<file path="config.mk">
export PLATFORM = sky130hd
export DESIGN_NAME = cycle_param_framer
export DESIGN_NICKNAME = d
export VERILOG_FILES = /design/src/rtl/cpf_pkg.sv /design/src/rtl/cpf_crc_step.sv /design/src/rtl/cpf_snapshot.sv /design/src/rtl/cpf_frame_sel.sv /design/src/rtl/cycle_param_framer.sv
export SDC_FILE = /design/constraint.sdc
export NUM_CORES = 1
export LEC_CHECK = 0
export CAP_MARGIN = 40
export CORE_UTILIZATION = 28
export CTS_CLUSTER_SIZE = 14
export DETAILED_ROUTE_END_ITERATION = 16
export DONT_BUFFER_PORTS = 1
export PLACE_DENSITY = 0.47
export REMOVE_ABC_BUFFERS = 1
export SYNTH_ARGS = -nofsm -noshare
export SYNTH_HDL_FRONTEND = slang
export SYNTH_HIERARCHICAL = 1
export SYNTH_SLANG_ARGS = --single-unit
</file>
<file path="constraint.sdc">
create_clock -name clk -period 6.16 [get_ports clk]
set_clock_uncertainty 0.05 [all_clocks]
set_input_delay 0.308 -clock clk [delete_from_list [all_inputs] [get_ports clk]]
set_output_delay 0.308 -clock clk [all_outputs]
set_load 0.01 [all_outputs]
</file>
<file path="src/rtl/cpf_pkg.sv">
package cpf_pkg;

    localparam int TAG_W       = 8;
    localparam int FRAME_CNT   = 6;
    localparam int DATA_FRAMES = FRAME_CNT - 1;
    localparam int IDX_W       = $clog2(FRAME_CNT);

    typedef enum logic [IDX_W-1:0] {
        FR_TS     = 3'd0,
        FR_REV    = 3'd1,
        FR_PHASE  = 3'd2,
        FR_FLAVOR = 3'd3,
        FR_MODE   = 3'd4,
        FR_CRC    = 3'd5
    } frame_e;

    typedef enum logic [0:0] {
        ST_IDLE = 1'b0,
        ST_SEND = 1'b1
    } seq_state_e;

    localparam logic [TAG_W-1:0] TAG_TS     = 8'hA1;
    localparam logic [TAG_W-1:0] TAG_REV    = 8'hA2;
    localparam logic [TAG_W-1:0] TAG_PHASE  = 8'hA3;
    localparam logic [TAG_W-1:0] TAG_FLAVOR = 8'hA4;
    localparam logic [TAG_W-1:0] TAG_MODE   = 8'hA5;
    localparam logic [TAG_W-1:0] TAG_CRC    = 8'hAF;

    function automatic logic [TAG_W-1:0] frame_tag(frame_e f);
        case (f)
            FR_TS:     return TAG_TS;
            FR_REV:    return TAG_REV;
            FR_PHASE:  return TAG_PHASE;
            FR_FLAVOR: return TAG_FLAVOR;
            FR_MODE:   return TAG_MODE;
            default:   return TAG_CRC;
        endcase
    endfunction

endpackage

</file>
<file path="src/rtl/cpf_crc_step.sv">
// Advances a CRC register over one full data word in a single cycle, MSB first.
module cpf_crc_step #(
    parameter int          CRC_W  = 24,
    parameter int          DATA_W = 32,
    parameter logic [23:0] POLY   = 24'h864CFB
) (
    input  logic [CRC_W-1:0]  crc_i,
    input  logic [DATA_W-1:0] data_i,
    output logic [CRC_W-1:0]  crc_o
);

    logic [CRC_W-1:0] chain [DATA_W+1];
    logic [DATA_W-1:0] fb;

    assign chain[0] = crc_i;

    genvar g;
    generate
        for (g = 0; g < DATA_W; g++) begin : g_bit
            assign fb[g] = chain[g][CRC_W-1] ^ data_i[DATA_W-1-g];
            assign chain[g+1] = {chain[g][CRC_W-2:0], 1'b0} ^ (fb[g] ? POLY[CRC_W-1:0] : '0);
        end
    endgenerate

    assign crc_o = chain[DATA_W];

endmodule

</file>
<file path="src/rtl/cpf_snapshot.sv">
// Captures every parameter and the correction term on one edge.
module cpf_snapshot
    import cpf_pkg::*;
#(
    parameter int PAYLOAD_W     = 24,
    parameter int NOMINAL_COUNT = 555555
) (
    input  logic                                   clk,
    input  logic                                   rst_n,
    input  logic                                   cap_i,
    input  logic [PAYLOAD_W-1:0]                   ts_i,
    input  logic [PAYLOAD_W-1:0]                   rev_freq_i,
    input  logic [PAYLOAD_W-1:0]                   phase_err_i,
    input  logic [PAYLOAD_W-1:0]                   flavor_i,
    input  logic [PAYLOAD_W-1:0]                   mode_i,
    input  logic [PAYLOAD_W-1:0]                   link_count_i,
    output logic [DATA_FRAMES-1:0][PAYLOAD_W-1:0]  par_o,
    output logic [PAYLOAD_W-1:0]                   corr_o
);

    localparam logic [PAYLOAD_W-1:0] NOM = PAYLOAD_W'(NOMINAL_COUNT);

    typedef struct packed {
        logic [DATA_FRAMES-1:0][PAYLOAD_W-1:0] par;
        logic [PAYLOAD_W-1:0]                  corr;
    } snap_t;

    snap_t snap_d, snap_q;

    always_comb begin
        snap_d = snap_q;
        if (cap_i) begin
            snap_d.par[FR_TS]     = ts_i;
            snap_d.par[FR_REV]    = rev_freq_i;
            snap_d.par[FR_PHASE]  = phase_err_i;
            snap_d.par[FR_FLAVOR] = flavor_i;
            snap_d.par[FR_MODE]   = mode_i;
            snap_d.corr           = NOM - link_count_i;
        end
    end

    always_ff @(posedge clk) begin
        if (!rst_n) snap_q <= '0;
        else        snap_q <= snap_d;
    end

    assign par_o  = snap_q.par;
    assign corr_o = snap_q.corr;

    AST_SNAP_FROZEN: assert property (@(posedge clk) disable iff (!rst_n)
        !cap_i |=> $stable(snap_q));

endmodule

</file>
<file path="src/rtl/cpf_frame_sel.sv">
// Builds the outgoing word for the frame index in flight.
module cpf_frame_sel
    import cpf_pkg::*;
#(
    parameter int PAYLOAD_W = 24
) (
    input  frame_e                                idx_i,
    input  logic [DATA_FRAMES-1:0][PAYLOAD_W-1:0] par_i,
    input  logic [PAYLOAD_W-1:0]                  crc_i,
    output logic [TAG_W+PAYLOAD_W-1:0]            word_o,
    output logic                                  last_o
);

    logic [PAYLOAD_W-1:0] payload;

    always_comb begin
        case (idx_i)
            FR_TS:     payload = par_i[FR_TS];
            FR_REV:    payload = par_i[FR_REV];
            FR_PHASE:  payload = par_i[FR_PHASE];
            FR_FLAVOR: payload = par_i[FR_FLAVOR];
            FR_MODE:   payload = par_i[FR_MODE];
            default:   payload = crc_i;
        endcase
    end

    assign word_o = {frame_tag(idx_i), payload};
    assign last_o = (idx_i == FR_CRC);

endmodule

</file>
<file path="src/rtl/cycle_param_framer.sv">
module cycle_param_framer
    import cpf_pkg::*;
#(
    parameter int          PAYLOAD_W     = 24,
    parameter logic [23:0] CRC_POLY      = 24'h864CFB,
    parameter logic [23:0] CRC_INIT      = 24'hB704CE,
    parameter int          NOMINAL_COUNT = 555555
) (
    input  logic                         clk,
    input  logic                         rst_n,
    input  logic                         trig_i,
    input  logic [PAYLOAD_W-1:0]         ts_i,
    input  logic [PAYLOAD_W-1:0]         rev_freq_i,
    input  logic [PAYLOAD_W-1:0]         phase_err_i,
    input  logic [PAYLOAD_W-1:0]         flavor_i,
    input  logic [PAYLOAD_W-1:0]         mode_i,
    input  logic [PAYLOAD_W-1:0]         link_count_i,
    input  logic                         frm_ready_i,
    output logic                         frm_valid_o,
    output logic [TAG_W+PAYLOAD_W-1:0]   frm_data_o,
    output logic                         frm_last_o,
    output logic                         busy_o,
    output logic                         done_o,
    output logic                         overrun_o,
    output logic                         corr_wr_o,
    output logic [PAYLOAD_W-1:0]         corr_o
);

    localparam int CRC_W  = PAYLOAD_W;
    localparam int WORD_W = TAG_W + PAYLOAD_W;

    typedef struct packed {
        seq_state_e           st;
        frame_e               idx;
        logic [CRC_W-1:0]     crc;
        logic                 done;
        logic                 ovr;
        logic                 corr_wr;
        logic [PAYLOAD_W-1:0] corr;
    } seq_t;

    seq_t seq_d, seq_q;

    logic                                  capture;
    logic [DATA_FRAMES-1:0][PAYLOAD_W-1:0] par;
    logic [PAYLOAD_W-1:0]                  snap_corr;
    logic [CRC_W-1:0]                      crc_next;
    logic [WORD_W-1:0]                     word;
    logic                                  last;

    cpf_snapshot #(
        .PAYLOAD_W     (PAYLOAD_W),
        .NOMINAL_COUNT (NOMINAL_COUNT)
    ) u_snap (
        .clk          (clk),
        .rst_n        (rst_n),
        .cap_i        (capture),
        .ts_i         (ts_i),
        .rev_freq_i   (rev_freq_i),
        .phase_err_i  (phase_err_i),
        .flavor_i     (flavor_i),
        .mode_i       (mode_i),
        .link_count_i (link_count_i),
        .par_o        (par),
        .corr_o       (snap_corr)
    );

    cpf_frame_sel #(
        .PAYLOAD_W (PAYLOAD_W)
    ) u_sel (
        .idx_i  (seq_q.idx),
        .par_i  (par),
        .crc_i  (seq_q.crc),
        .word_o (word),
        .last_o (last)
    );

    cpf_crc_step #(
        .CRC_W  (CRC_W),
        .DATA_W (WORD_W),
        .POLY   (CRC_POLY)
    ) u_crc (
        .crc_i  (seq_q.crc),
        .data_i (word),
        .crc_o  (crc_next)
    );

    always_comb begin
        seq_d         = seq_q;
        seq_d.done    = 1'b0;
        seq_d.corr_wr = 1'b0;
        capture       = 1'b0;
        case (seq_q.st)
            ST_IDLE: begin
                if (trig_i) begin
                    seq_d.st  = ST_SEND;
                    seq_d.idx = FR_TS;
                    seq_d.crc = CRC_INIT[CRC_W-1:0];
                    capture   = 1'b1;
                end
            end
            default: begin
                if (trig_i) seq_d.ovr = 1'b1;
                if (frm_ready_i) begin
                    if (last) begin
                        seq_d.st      = ST_IDLE;
                        seq_d.idx     = FR_TS;
                        seq_d.done    = 1'b1;
                        seq_d.corr_wr = 1'b1;
                        seq_d.corr    = snap_corr;
                    end else begin
                        seq_d.crc = crc_next;
                        seq_d.idx = frame_e'(seq_q.idx + 1'b1);
                    end
                end
            end
        endcase
    end

    always_ff @(posedge clk) begin
        if (!rst_n) begin
            seq_q     <= '0;
            seq_q.st  <= ST_IDLE;
            seq_q.idx <= FR_TS;
        end else begin
            seq_q <= seq_d;
        end
    end

    assign frm_valid_o = (seq_q.st == ST_SEND);
    assign busy_o      = (seq_q.st == ST_SEND);
    assign frm_data_o  = word;
    assign frm_last_o  = frm_valid_o & last;
    assign done_o      = seq_q.done;
    assign overrun_o   = seq_q.ovr;
    assign corr_wr_o   = seq_q.corr_wr;
    assign corr_o      = seq_q.corr;

    AST_START_FIRST: assert property (@(posedge clk) disable iff (!rst_n)
        (!busy_o && trig_i) |=> (frm_valid_o && frm_data_o[WORD_W-1 -: TAG_W] == TAG_TS));

    AST_STALL_HOLD: assert property (@(posedge clk) disable iff (!rst_n)
        (frm_valid_o && !frm_ready_i) |=> (frm_valid_o && $stable(frm_data_o)));

    AST_CLOSE_BURST: assert property (@(posedge clk) disable iff (!rst_n)
        (frm_valid_o && frm_ready_i && frm_last_o) |=> (done_o && corr_wr_o && !busy_o));

    AST_DONE_SINGLE: assert property (@(posedge clk) disable iff (!rst_n)
        done_o |=> !done_o);

    AST_OVR_SET: assert property (@(posedge clk) disable iff (!rst_n)
        (busy_o && trig_i) |=> overrun_o);

    AST_OVR_STICKY: assert property (@(posedge clk) disable iff (!rst_n)
        overrun_o |=> overrun_o);

endmodule

</file>
==> summary by stage, run 1 <==
Floorplanning
The area enclosed by the die boundary is 44,660 µm². The number of cell rows is 76. The floorplan step set the die height to 211.3 µm. The starting density of the core is 28.42%. The die outline width is 211.3 µm.

The top-level port count is 210. The core outline area is 43,170 µm².

Drt
The number of detailed-route iterations in the first pass is 5. The detailed-routed wire length on met2 is 17.86 mm. Using the TritonRoute via totals, the vias-per-cell ratio works out to 4.597.

The post-detailed-route count of antenna-violating nets is 0. Wires add up to 36.97 mm. The total number of vias is 8,519. The detailed-route wire length per cell is 19.95 µm. In the final routing, the length of wire on met1 measures 16.78 mm.

The highest layer touched by signal routing is met4. The routed design uses 1.946 mm of met3 wire. The remaining design rule violation count is 0.

The initial detailed-routing violation count is 418.

Setup path
Among cell families on the critical path, the largest total delay comes from XOR/XNOR gates. Among all stages on the critical path, the largest delay is contributed by sky130_fd_sc_hd__mux4_1. The kind of capture point of the worst setup path is a register.

The worst setup path is launched from a register. The highest net fanout along the worst path is 18. STA puts the critical path data arrival time at 5.88 ns. The combined buffer and inverter count along the critical path is 0. By startpoint and endpoint, the worst setup path is classified as reg2reg. The critical path goes through mux4_1, nand2_1, o21ai_0, xnor2_2, xnor3_1, xnor3_1, xnor3_1, xnor3_1, xnor2_1, xnor3_2, xnor3_1, xnor2_1, o221a_2. For the worst setup path, the data required time is 6.46 ns. The delay of the slowest cell on the worst path is 0.65 ns.

The most numerous cell type found on the critical path is sky130_fd_sc_hd__xnor3_1.

Placement
The detailed placer's ending HPWL is 27.69 mm. At the end of routability-driven placement, the weighted congestion stood at 0.9112. Port buffering added 0 buffers.

The placed instances occupy a cell area of 12,820 µm².

Clocking
For the worst-skew pair, the clock arrives at the later sink with an insertion delay of 0.46 ns. The cell sitting at the root of the clock tree is a sky130_fd_sc_hd__clkbuf_16. The TritonCTS sink count is 198.

Once the clock tree was built, the setup fixing pass inserted 0 buffers. In this run, post-CTS repair resized a total of 0 instances. TritonCTS built the clock tree.

After clock tree synthesis, the clock-pin slew on the worst setup and hold paths is 0.07 ns. The H-tree was split into 4 levels. The clock passes through at most 2 buffers. The total clock buffers created by CTS is 17. In this run, post-CTS hold repair placed 132 buffers.

Global route
The maximum number of pins on one net before global-route repair is 91. The number of antenna violations at the first check in global routing is 2. The first global-routing pass estimated 56.39 mm of wire. The via count of the first global-routing pass is 8,978. After global routing the overflow that remains totals 0. The aggregate global-route resource usage is 16.94%.

Cells and area
Cells with a size suffix above 1 make up 12.32% of the layout. In the layout the commonest cells are sky130_fd_sc_hd__dfxtp_1 (196), sky130_fd_sc_hd__mux2i_1 (163), sky130_fd_sc_hd__nor2_1 (155). With fillers left out, the area of the finished cells amounts to 14,720 µm².

The library cell used most frequently in the layout, excluding fill and tap cells, is sky130_fd_sc_hd__dfxtp_1. The layout-stage area growth over the synthesis result is 19.96%. The post-layout net count is 1,403.

STA
The number of hold violations in the final report is 0. Of the available clock period, the critical path in the final layout requires 90.50%. The transition at the pin with the smallest max-transition slack is 0.8487 ns. The normalized max-slew margin is 43.42%. The max-slew violation total from the final report is 0.

For the finished layout, the period the worst path requires is 5.575 ns. The setup TNS after final layout is 0 ns. The final count of negative-setup-slack endpoints is 0. The worst slack on hold paths is 0.03634 ns. Setup repair after global routing left no endpoint under its margin.

The highest clock frequency the design can meet is 179.4 MHz.

Worst hold path
The class of the tightest hold or removal check is in2reg.

Synth
The primary flip-flop cell chosen by synthesis mapping is sky130_fd_sc_hd__dfxtp_1. The yosys synthesis warning count is 6. Synthesis inferred 198 register bits.

After synthesis, the netlist uses 77 different library cells. The largest total area in the synthesized netlist belongs to sky130_fd_sc_hd__dfxtp_1. Synthesis produced 1,145 cells.

The synthesized area divided by synthesized cell count is 10.72 µm². The register area share after synthesis is 32.30%. Summing every instance area after synthesis gives 12,270 µm². The synthesized design devotes to its leading area cell type 32.30% of total area. Counting flops with a built-in enable in the synthesized netlist gives 0. In the post-synthesis netlist, the biggest area contributors are sky130_fd_sc_hd__dfxtp_1 (32%), sky130_fd_sc_hd__mux2i_1 (13%), sky130_fd_sc_hd__xnor2_1 (9.4%). For this run, asynchronously set or reset flops after synthesis account for 0%.

Flow run
Max-cap violations in this run came to 0.

Outcome
The flow ran to the end, and the final reports show no timing, DRC or antenna violations.
path summary, 6_finish.rpt:
| check | from | end | slack (ns) | depth (start not counted) |
|---|---|---|---|---|
| worst min register to register | u_snap/corr_o[10]$_SDFFE_PN0P_ | corr_o[10]$_SDFFE_PN0P_ | 0.42 | 1 |
| worst min-delay path | link_count_i[9] | u_snap/corr_o[9]$_SDFFE_PN0P_ | 0.04 | 2 |
| worst max register to register | seq_q[51]$_SDFFE_PN0P_ | seq_q[37]$_SDFFE_PN0P_ | 0.59 | 13 |
| worst max-delay path | seq_q[51]$_SDFFE_PN0P_ | seq_q[37]$_SDFFE_PN0P_ | 0.59 | 13 |
cell type report:
cell class                      count  area (µm²)
Antenna cell                        2       5.005
Fill cell                        4402       28450
Clock inverter                     11       113.9
Timing Repair Buffer              183        1719
Inverter                           15       58.81
Multi-Input combinational cell    838        7671
Clock buffer                       21       450.4
Tap cell                          585       732.0
Sequential cell                   198        3969
layer usage:
layer  vias to the layer above  track usage [%]
met5                         -                0
met1                      4165            21.78
met2                       178            28.23
met3                        17            4.465
li1                       4159                -
met4                         0            3.848
cells by family (layout without fill, tap and decap cells):
| logic type | count (synthesis) | count (layout) | share of synthesized area [%] |
|---|---|---|---|
| AND/OR/NAND/NOR | 263 | 263 | 9.116 |
| adder cells (fa/ha/maj) | 2 | 2 | 0.2039 |
| AO/OA/AOI/OAI | 130 | 130 | 8.117 |
| other | 2 | 6 | 0.06120 |
| buffers and inverters | 111 | 230 | 5.302 |
| XOR/XNOR | 255 | 255 | 27.87 |
| flip-flops | 198 | 198 | 32.30 |
| multiplexers | 184 | 184 | 17.03 |
per-stage QoR:
step	setup slack, ns	std cells	utilization [%]
after floorplan	-6.453	1051	-
after global placement	0.5832	1683	29.64
after detailed placement	0.5636	1687	29.69
after CTS	0.5130	1851	34.08
after global routing	0.3071	1853	34.09
final	0.5853	1853	34.09
synthesized netlist by cell type, drive strengths merged, types with 6 or more instances:
library cell,number
a211oi,6
o21ai,33
xnor2,143
nor2,157
xor2,46
a21oi,17
xor3,7
dfxtp,198
clkbuf,23
o221a,12
a31oi,6
mux2i,163
inv,15
nand2,64
nand3,11
buf,73
xnor3,59
a22o,24
mux4,17
state kept, by name, summed over array words and instances, names as in the netlist:
register and cells:
seq_q 27, overrun_o 1, u_snap/par_o 120, busy_o 1, done_o 1, u_snap/corr_o 24
corr_o 24
Power of run 1 is not shown: default switching activity piles up to over one toggle a cycle in this logic, so the estimate is an artifact.
==> inputs of run 2 (changes only) <==
ABC_AREA = 1   (was not set)
CORE_UTILIZATION = 65   (was 28)
PLACE_DENSITY = 0.87   (was 0.47)
==> run 2 against run 1 <==
The flow now finishes with violations (negative setup slack). Via count is 77% higher. Die area is 53% lower. Critical path depth is 27 higher. Worst hold slack worse by 0.016 ns. Synthesized cell count is 66% higher. Final area is 10% higher. Cell count is 26% higher. Global-route usage is 26 points higher. Non-clock buffer count is 77 higher. First-iteration DRC count grew to 5.3 times the previous value. Worst setup slack worse by 0.76 ns. Area after synthesis is 7.3% higher. Critical path type unchanged. Critical endpoint is now seq_q[33]$_SDFFE_PN0P_. Highest routed layer is now met5.
==> summary by stage, run 2 <==
Outcome
The flow ran to the end, but the final reports show violations. The checks that failed: negative setup slack.

Setup path
The critical path data required time is 6.45 ns (about the same). The library cell contributing the largest single delay on the critical path is sky130_fd_sc_hd__dfxtp_4. STA classifies the critical path startpoint as a register. The highest net fanout along the worst path came to 34 (+16). The startpoint identified for the worst register-to-register timing path is seq_q[53]$_SDFFE_PN0P_. On the critical path the largest part of the delay comes from simple AND/OR/NAND/NOR gates.

The delay of the slowest cell on the worst path was 0.38 ns (-0.27 ns). The reg2reg setup slack was -0.18 ns (-0.76 ns). The worst register-to-register path ends at seq_q[33]$_SDFFE_PN0P_. The critical path's most frequent cell is sky130_fd_sc_hd__nand2_4.

The combined buffer and inverter count along the critical path came to 7 (+7). The kind of critical path is reg2reg. The worst setup path is captured at a register. The worst-case reg-to-reg path depth is 40 (+27). The arrival time of data at the critical path endpoint is 6.63 ns (+0.75 ns).

Global route
The aggregate global-route resource usage is 42.58% (+26 points). The routing layer with the top usage in global route is met2. The global routing usage on met1 is 47.91% (+26 points). The met3 usage in global routing is 14.37% (+9.9 points). The routing usage on met2 is 68.83% (+41 points). The leftover overflow at the end of global routing is 0 (unchanged). The first-pass GRT wire length is 67.90 mm (+20%). The number of antenna violations at the first check in global routing is 1 (-1). The maximum number of pins on one net before global-route repair is 108 (+19%). The via count of the first global-routing pass is 13,300 (+48%).

STA
The highest clock frequency the design can meet is 157.7 MHz (-12%). The max-slew violation total from the final report was 0 (unchanged). The number of hold violations in the final report is 0 (unchanged).

The minimum period implied by the final worst setup slack came to 6.339 ns (+0.7645 ns). The final worst slack is -0.1792 ns (-0.7645 ns). The transition at the pin with the smallest max-transition slack is 1.054 ns (+0.2054 ns). The final count of negative-setup-slack endpoints came to 11 (+11). The normalized max-slew margin is 29.49% (-14 points). The share of the clock period used by the worst path is 102.9% (+12 points).

Placement
The number of buffers added on ports came to 0 (unchanged). The total placed instance area was 13,080 µm² (+2.1%). The number of placed cells counting well taps is 2,081 (+23%).

The detailed placer's ending HPWL was 24.93 mm (-10%). The weighted congestion reported at the end of routability-driven placement is 0.9960 (+9.3%).

Floorplanning
The core outline area is 19,650 µm² (-54%). The die outline width is 144.3 µm (-32%). The vertical die dimension came to 144.3 µm (-32%). The top-level port count is 210 (unchanged). The starting density of the core is 66.97% (+39 points).

The area enclosed by the die boundary is 20,820 µm² (-53%). The number of cell rows is 51 (-33%).

Flow run
The count of max-cap constraint violations is 0 (unchanged).

Cells and area
The ratio of cells with drive above 1 in the final layout is 14.65% (+2.3 points). The flip-flop count of the largest register, all copies and words added is 120 (unchanged). The number of cells in the finished layout apart from fillers is 2,333 (+26%). The commonest non-fill, non-tap cell in the layout is sky130_fd_sc_hd__nor2_1. The final antenna diode count was 0 (-2). The final core utilization came to 82.37% (+48 points). The layout-stage area growth over the synthesis result is 22.98%. The post-layout net count is 2,205 (+57%). In the layout the commonest cells are sky130_fd_sc_hd__nor2_1 (391), sky130_fd_sc_hd__nand2_1 (302), sky130_fd_sc_hd__dfxtp_1 (195).

The final standard cell area without fillers was 16,190 µm² (+10%).

Synth
The post-synthesis cell count is 1,901 (+66%). The fraction of registers with async set/reset is 0% (unchanged). The most frequently used cell type in the post-synthesis netlist is sky130_fd_sc_hd__nor2_1. The number of enable-type register cells in the synthesized netlist is 0 (unchanged). The number of distinct library cells after synthesis came to 43 (-44%). The fraction of synthesized area in multiplexers is 0% (-17 points). The synthesized area divided by synthesized cell count was 6.924 µm² (-35%). After synthesis, the largest family of logic cells by area is simple AND/OR/NAND/NOR gates. The yosys synthesis warning count was 6 (unchanged). The largest total area in the synthesized netlist belongs to sky130_fd_sc_hd__dfxtp_1.

For this run, the leading register cell type out of synthesis is sky130_fd_sc_hd__dfxtp_1. The parity-gate share of the synthesized area counting xor and xnor cells came to 14.85% (-13 points). The register area share after synthesis is 30.11% (-2.2 points). The area of the mapped netlist came to 13,160 µm² (+7.3%).

By count the netlist is led by sky130_fd_sc_hd__nor2_1 (392), sky130_fd_sc_hd__nand2_1 (304), sky130_fd_sc_hd__dfxtp_1 (198). Yosys attributes the largest share of cell area to sky130_fd_sc_hd__dfxtp_1 (30%), sky130_fd_sc_hd__nor2_1 (11%), sky130_fd_sc_hd__xor2_1 (9.8%). The simple-gate area share of the yosys netlist is 38.63% (+30 points). The register bit count reported by yosys is 198 (unchanged). The share of Yosys cell area claimed by the top area cell type is 30.11% (-2.2 points).

The arithmetic-cell share of the synthesized area counting full adders, half adders and majority gates came to 0.1901% (-0.014 points). The post-synthesis compound-gate area fraction is 6.055% (-2.1 points).

Drt
The per-cell via count in the routed design is 6.456 (+40%). The initial detailed-routing violation count is 2,213 (+430%). The post-detailed-route count of antenna-violating nets is 0 (unchanged). The routed wire length is 51.41 mm (+39%).

The remaining design rule violation count is 0 (unchanged). The detailed-route wire length per cell was 22.03 µm (+10%). The total number of vias is 15,060 (+77%).

The number of detailed-route iterations in the first pass is 8 (+3).

Worst hold path
The destination of the worst hold path is u_snap/corr_o[11]$_SDFFE_PN0P_. The class of the tightest hold or removal check is in2reg. In this run the most critical hold path is launched from link_count_i[11]. The cell depth of the worst min-delay path is 4 (+2).

Clocking
The H-tree depth is 4 (unchanged). TritonCTS built the clock tree. The deepest clock path buffer count is 2 (unchanged).

The TritonCTS sink count is 198 (unchanged). Clock tree synthesis selected as its root buffer the cell sky130_fd_sc_hd__clkbuf_16. The clock latency on the worst-skew pair is 0.45 ns (about the same).

The total clock buffers created by CTS is 17 (unchanged). The clock slew seen by the registers of the worst setup and hold paths is 0.08 ns (about the same).
## run 2: cell count changes after synthesis, sizes merged, moves of 12 or more
cell and delta:
buf +24, xnor2 -99, nand4 +72, xor2 +113, mux4 -17, nor2 +247, o21ai +106, a22o -24
inv +119, o221a -12, nand3 +206, mux2i -163, xnor3 -59, nand2 +298
## run 2: cell families after synthesis
family / count (synthesis)
simple gates: 1072
buf+inv: 267
xor+xnor: 203
flops: 198
compound gates: 157
fa+ha+maj: 2
other cells: 2
## run 2: worst reg2reg max path: cells and delay by family (launching register included)
family | cells | cell delay (ns)
xor+xnor | 7 | 2.03
buf+inv | 7 | 0.94
flops | 1 | 0.38
simple gates | 26 | 2.83
## run 2: how the worst max path moves through the flow
| stage | startpoint | end | cells past startpoint |
|---|---|---|---|
| 3_5_place_dp | seq_q[53]$_SDFFE_PN0P_ | seq_q[37]$_SDFFE_PN0P_ | 51 |
| 2_1_floorplan | busy_o$_SDFF_PN0_ | u_snap/corr_o[4]$_SDFFE_PN0P_ | 4 |
| 5_1_grt | seq_q[53]$_SDFFE_PN0P_ | seq_q[33]$_SDFFE_PN0P_ | 44 |
| 4_1_cts | seq_q[52]$_SDFFE_PN0P_ | seq_q[37]$_SDFFE_PN0P_ | 49 |
| 3_3_place_gp | seq_q[53]$_SDFFE_PN0P_ | seq_q[37]$_SDFFE_PN0P_ | 51 |
| 6_report | seq_q[53]$_SDFFE_PN0P_ | seq_q[33]$_SDFFE_PN0P_ | 40 |
## run 2: metal layers
metal,share of wire [%],vias up,wire length [µm]
li1,-,6340,-
met1,32,6800,16630
met2,44,1439,22640
met3,14,481,7333
met4,9.2,2,4744
met5,0.12,-,60
## run 2: final cells by class
type / instances / area [µm²]
Timing Repair Buffer: 260 / 2486
Sequential cell: 198 / 3975
Inverter: 138 / 574.3
Tap cell: 265 / 331.6
Clock buffer: 18 / 429.2
Clock inverter: 14 / 186.4
Multi-Input combinational cell: 1440 / 8205
Fill cell: 1079 / 3466
## run 2: per-stage QoR
| step | setup TNS, ns | setup WS (ns) | hold WS (ns) |
|---|---|---|---|
| 2_1_floorplan | -87.66 | -0.7553 | 0.3515 |
| 3_3_place_gp | 0 | 0.2801 | 0.3525 |
| 3_5_place_dp | 0 | 0.006076 | 0.3566 |
| 4_1_cts | 0 | 0.0001821 | 0.002651 |
| 5_1_grt | -7.493 | -0.5881 | 0.01691 |
| 6_report | -0.8707 | -0.1792 | 0.02035 |
## run 2: what timing repair did
| item | 4_1_cts | 5_1_grt |
|---|---|---|
| pin swaps | 2 | 29 |
| resized for setup | 2 | 67 |
| hold buffers | 170 | 0 |
| endpoints found under the setup margin | 6 | 17 |
| setup buffers | 1 | 45 |
| gates cloned | 1 | 1 |
| endpoints found under the hold margin | 178 | 0 |
Power of run 2 is left out for the same reason.
